`src/rtl/idle_pwr_pkg.sv`:
```
package idle_pwr_pkg;

    typedef enum logic [1:0] {
        SRC_PRI = 2'b00,
        SRC_SEC = 2'b01,
        SRC_RC  = 2'b10
    } clk_src_e;

    typedef enum logic [1:0] {
        ST_RUN  = 2'b00,
        ST_IDLE = 2'b01,
        ST_WAKE = 2'b10
    } seq_state_e;

    typedef struct packed {
        logic       idle_en;
        logic [1:0] sel;
    } ctrl_t;

endpackage

```
`src/rtl/idle_ctrl_regs.sv`:
```
module idle_ctrl_regs
    import idle_pwr_pkg::*;
(
    input  logic  clk,
    input  logic  rst_n,
    input  logic  we_i,
    input  ctrl_t wdata_i,
    output ctrl_t ctrl_o
);

    ctrl_t ctrl_d, ctrl_q;

    always_comb begin
        ctrl_d = ctrl_q;
        if (we_i) begin
            ctrl_d = wdata_i;
        end
    end

    always_ff @(posedge clk or negedge rst_n) begin
        if (!rst_n) begin
            ctrl_q <= '{idle_en: 1'b0, sel: 2'b00};
        end else begin
            ctrl_q <= ctrl_d;
        end
    end

    assign ctrl_o = ctrl_q;

endmodule

```
`src/rtl/idle_src_pick.sv`:
```
module idle_src_pick
    import idle_pwr_pkg::*;
(
    input  clk_src_e   cur_i,
    input  logic [1:0] sel_i,
    input  logic       sec_en_i,
    output clk_src_e   nxt_o
);

    always_comb begin
        nxt_o = cur_i;
        unique case (sel_i)
            2'b00: nxt_o = SRC_PRI;
            // Secondary is only taken if its oscillator is already enabled.
            2'b01: nxt_o = sec_en_i ? SRC_SEC : cur_i;
            default: nxt_o = SRC_RC;
        endcase
    end

endmodule

```
`src/rtl/idle_seq.sv`:
```
module idle_seq
    import idle_pwr_pkg::*;
#(
    parameter int unsigned WAKE_DLY = 4
) (
    input  logic       clk,
    input  logic       rst_n,
    input  logic       sleep_i,
    input  logic       idle_en_i,
    input  logic       wake_i,
    input  clk_src_e   pick_src_i,
    output seq_state_e state_o,
    output clk_src_e   src_o,
    output logic       resume_o
);

    localparam int unsigned CNT_W = (WAKE_DLY < 2) ? 1 : $clog2(WAKE_DLY);
    localparam logic [CNT_W-1:0] CNT_LOAD = CNT_W'(WAKE_DLY - 1);

    typedef struct packed {
        seq_state_e       st;
        clk_src_e         src;
        logic [CNT_W-1:0] cnt;
        logic             resume;
    } seq_t;

    seq_t seq_d, seq_q;

    always_comb begin
        seq_d        = seq_q;
        seq_d.resume = 1'b0;
        unique case (seq_q.st)
            ST_RUN: begin
                // Wake events are meaningless here and are dropped.
                if (sleep_i && idle_en_i) begin
                    seq_d.st  = ST_IDLE;
                    seq_d.src = pick_src_i;
                end
            end
            ST_IDLE: begin
                if (wake_i) begin
                    seq_d.st  = ST_WAKE;
                    seq_d.cnt = CNT_LOAD;
                end
            end
            ST_WAKE: begin
                // Sleep strobes while the delay runs are dropped.
                if (seq_q.cnt == '0) begin
                    seq_d.st     = ST_RUN;
                    seq_d.resume = 1'b1;
                end else begin
                    seq_d.cnt = seq_q.cnt - 1'b1;
                end
            end
            default: seq_d.st = ST_RUN;
        endcase
    end

    always_ff @(posedge clk or negedge rst_n) begin
        if (!rst_n) begin
            seq_q <= '{st: ST_RUN, src: SRC_PRI, cnt: '0, resume: 1'b0};
        end else begin
            seq_q <= seq_d;
        end
    end

    assign state_o  = seq_q.st;
    assign src_o    = seq_q.src;
    assign resume_o = seq_q.resume;

endmodule

```
`src/rtl/idle_pwr_ctrl.sv`:
```
module idle_pwr_ctrl
    import idle_pwr_pkg::*;
#(
    parameter int unsigned WAKE_DLY = 4
) (
    input  logic       clk,
    input  logic       rst_n,
    input  logic       cfg_we_i,
    input  logic       cfg_idle_en_i,
    input  logic [1:0] cfg_sel_i,
    input  logic       sleep_i,
    input  logic       wake_i,
    input  logic       sec_osc_en_i,
    output logic       idle_en_o,
    output logic [1:0] clk_sel_o,
    output logic [1:0] clk_src_o,
    output logic       cpu_clk_en_o,
    output logic       per_clk_en_o,
    output logic       pri_osc_en_o,
    output logic       pri_running_o,
    output logic       sec_running_o,
    output logic       exec_resume_o
);

    ctrl_t      ctrl;
    clk_src_e   cur_src;
    clk_src_e   pick_src;
    seq_state_e state;

    idle_ctrl_regs i_regs (
        .clk     (clk),
        .rst_n   (rst_n),
        .we_i    (cfg_we_i),
        .wdata_i ('{idle_en: cfg_idle_en_i, sel: cfg_sel_i}),
        .ctrl_o  (ctrl)
    );

    idle_src_pick i_pick (
        .cur_i    (cur_src),
        .sel_i    (ctrl.sel),
        .sec_en_i (sec_osc_en_i),
        .nxt_o    (pick_src)
    );

    idle_seq #(
        .WAKE_DLY (WAKE_DLY)
    ) i_seq (
        .clk        (clk),
        .rst_n      (rst_n),
        .sleep_i    (sleep_i),
        .idle_en_i  (ctrl.idle_en),
        .wake_i     (wake_i),
        .pick_src_i (pick_src),
        .state_o    (state),
        .src_o      (cur_src),
        .resume_o   (exec_resume_o)
    );

    assign idle_en_o     = ctrl.idle_en;
    assign clk_sel_o     = ctrl.sel;
    assign clk_src_o     = cur_src;
    assign cpu_clk_en_o  = (state == ST_RUN);
    // Peripherals stay clocked in every mode this block handles.
    assign per_clk_en_o  = 1'b1;
    assign pri_osc_en_o  = (cur_src != SRC_SEC);
    assign pri_running_o = (cur_src == SRC_PRI);
    assign sec_running_o = (cur_src == SRC_SEC);

endmodule

```
`config.mk`:
```
export PLATFORM = sky130hd
export DESIGN_NAME = idle_pwr_ctrl
export DESIGN_NICKNAME = d
export VERILOG_FILES = /design/src/rtl/idle_pwr_pkg.sv /design/src/rtl/idle_ctrl_regs.sv /design/src/rtl/idle_src_pick.sv /design/src/rtl/idle_seq.sv /design/src/rtl/idle_pwr_ctrl.sv
export SDC_FILE = /design/constraint.sdc
export NUM_CORES = 1
export LEC_CHECK = 0
export ABC_AREA = 1
export BUFFER_PORTS_ARGS = -buffer_cell sky130_fd_sc_hd__buf_2
export CAP_MARGIN = 20
export CORE_AREA = 2 2 39 41
export CTS_CLUSTER_DIAMETER = 50
export DETAILED_ROUTE_END_ITERATION = 7
export DIE_AREA = 0 0 41 43
export GPL_TIMING_DRIVEN = 0
export HOLD_SLACK_MARGIN = 0.03
export SYNTH_ARGS = -nofsm -noshare
export SYNTH_HDL_FRONTEND = slang
export SYNTH_SLANG_ARGS = --single-unit
```
`constraint.sdc`:
```
create_clock -name clk -period 1.19 [get_ports clk]
set_input_delay 0.0595 -clock clk [delete_from_list [all_inputs] [get_ports clk]]
set_output_delay 0.0595 -clock clk [all_outputs]
set_load 0.03 [all_outputs]
```
==> impl_metrics.json <==
{
  "synthTopCellsByArea": "dfrtp_1, nand2_1, inv_1",
  "hold_class": "input pin to flop",
  "grt_usage_pct": 12.53,
  "tns_ns": 0,
  "overflow": 0,
  "syn_area_per_cell_sq_um": 8.435,
  "core_area_sq_um": 1384,
  "status": "complete, no violations",
  "critical_path_class": "flop to primary output",
  "antenna_found_initial": 0,
  "diodes": 0,
  "critical_path.startpoint": "i_seq.state_o[1]",
  "syn_to_final_growth_pct": 42.20,
  "yosysTopAreaCell": "dfrtp_1",
  "yosys_warnings": 0,
  "start_kind": "flop",
  "layout_commonest_cell": "buf_2",
  "dieHeight_microns": 43,
  "netlist_area_sq_um": 489.2,
  "syn-num-nets": 68,
  "synth_top_area_share_pct": 51.15,
  "die_width_microns": 41,
  "numCtsBuffers": 3,
  "maxCapViolCount": 0,
  "drive_gt1_share_pct": 40.70,
  "grt_use_met3_pct": 4.712,
  "yosysUniqueCellTypes": 14,
  "fin_crit_sh_pct": 91.71,
  "totalWireLength_microns": 844,
  "cts.sinks": 10,
  "cp.required_ns": 1.13,
  "port_buffers": 18,
  "cts_tree": "built",
  "fillerInstances": 147,
  "use_met2_pct": 17.50,
  "rows": 14,
  "vias_per_cell": 4.294,
  "fin_skew_ns": 0.005065,
  "firstDrtPassIters": 4,
  "fin_nets": 97,
  "clk_pin_slew_worst_paths_ns": 0.07,
  "gp_congestion": 0.7484,
  "ys_seq_elements": 10,
  "cts-root-buf": "clkbuf_4",
  "hp-start": "sec_osc_en_i",
  "cp-end-kind": "primary output",
  "multi_input_area_sq_um": 181.4,
  "grt_pass1_wl_mm": 1.469,
  "grt_max_degree": 11,
  "initial_core_util_pct": 35.35,
  "grt.busiest_layer": "met2",
  "layout_common_cells": "buf_2, nand2_1, dfrtp_1",
  "period_needed_ns": 1.091,
  "drtAntennaViolNets": 0,
  "seq_area_sq_um": 250.2,
  "yosysSeqAreaShare_pct": 51.15,
  "setup_viol": 0,
  "r2r-start": "i_seq.state_o[0]",
  "cts_buffer_depth": 2,
  "htreeDepth": 1,
  "critPathMaxFanout": 5,
  "clock_latency_ns": 0.26,
  "ios": 20,
  "peakVddDrop_mv": 1.077,
  "rsz0062_at_grt": "no",
  "wl_per_cell_microns": 8.275,
  "hpwlAfterDp_microns": 658.4,
  "report.final.slew_viol_count": 0,
  "synthCells": 58,
  "die-area_sq_um": 1763,
  "arrival_ns": 1.03,
  "drc": 0,
  "power.density_nw_per_um2": 2153,
  "clock.fmax_ghz": 0.9163,
  "use_met1_pct": 16.50,
  "vias": 438,
  "design_area_sq_um": 695.7,
  "placed_area_sq_um": 601.8,
  "drtIter0Drc": 7,
  "p_leak_nw": 0.3841,
  "hold_viol_final": 0,
  "first_global_vias": 403
}
==> power breakdown <==
part / switching (mW) / internal, mW / leakage [nW] / total, mW
Sequential: 0.0657 / 0.440 / 0.125 / 0.505
Clock: 0.118 / 0.185 / 0.0210 / 0.303
Combinational: 0.441 / 0.248 / 0.239 / 0.689
Total: 0.625 / 0.873 / 0.384 / 1.50
==> worst max-delay path: stages (launching register included) <==
cell and delay [ns]:
dfrtp_1 0.37, inv_2 0.10, nand2_2 0.08, inv_1 0.05, buf_2 0.18
==> cell usage after synthesis <==
cell type / n
nor2_1: 3
dfrtp_1: 10
nand2_1: 15
o22ai_1: 1
inv_1: 10
nor2_2: 2
buf_4: 3
ha_1: 1
nand2_2: 3
nor3_1: 1
nand3_1: 5
mux2_2: 2
conb_1: 1
o21ai_0: 1
==> kinds of logic after synthesis <==
| kind of cell | synth area share, % |
|---|---|
| muxes | 4.603 |
| and+or+nand+nor | 26.34 |
| AOI/OAI and AO/OA | 2.302 |
| buffers and inverters | 12.28 |
| adders and majority gates | 2.557 |
| other | 0.7665 |
| DFF | 51.15 |
==> registers in the layout (all words and copies together), names as in the netlist <==
name            count
i_seq.seq_q         2
i_seq.src_o         2
i_regs.ctrl_o       3
i_seq.resume_o      1
i_seq.state_o       2
==> worst paths after layout <==
path / to / slack (ns) / cells after the start
setup / recovery: cpu_clk_en_o / 0.1 / 4
hold / removal: i_seq.src_o[0] / 0.04 / 3
setup reg to reg: i_seq.seq_q[2] / 0.16 / 6
hold reg to reg: i_seq.seq_q[2] / 0.51 / 2
max in group asynchronous: i_seq.resume_o / 0.81 / 2
min in group asynchronous: i_regs.ctrl_o[0] / 0.19 / 2
==> layer usage <==
| layer | vias to the layer above | share of wire [%] |
|---|---|---|
| li1 | 228 | - |
| met1 | 190 | 43 |
| met2 | 20 | 49 |
| met3 | 0 | 8.2 |
| met4 | 0 | 0 |
| met5 | - | 0 |
==> per-stage QoR <==
stage / worst slack, ns / utilization [%] / power (mW) / hold slack, ns / std cells
after floorplan: 0.1444 / - / 1.016 / -0.2361 / 58
after global placement: 0.1826 / 43.49 / 1.169 / -0.06528 / 92
after detailed placement: 0.1774 / 43.49 / 1.185 / -0.06468 / 92
after CTS: 0.02655 / 49.73 / 1.504 / 0.03870 / 101
after global routing: 0.01519 / 50.27 / 1.655 / 0.06454 / 102
final: 0.09868 / 50.27 / 1.498 / 0.03891 / 102
==> layout make-up <==
type	count	area share, %
plain buffers	3	3.237
clock buffers	4	5.216
inverters	10	5.396
multi-input cells	35	26.08
flip-flops and latches	10	35.97
well taps	16	2.878
repair buffers	24	21.22
==> repair_timing <==
action                     CTS  global route
hold endpoints to repair    14             0
setup endpoints to repair    0             1
resized for setup            0             1
hold buffers                 5             0
setup buffers                0             1
No activity file was read; power rests on OpenSTA's default activity.
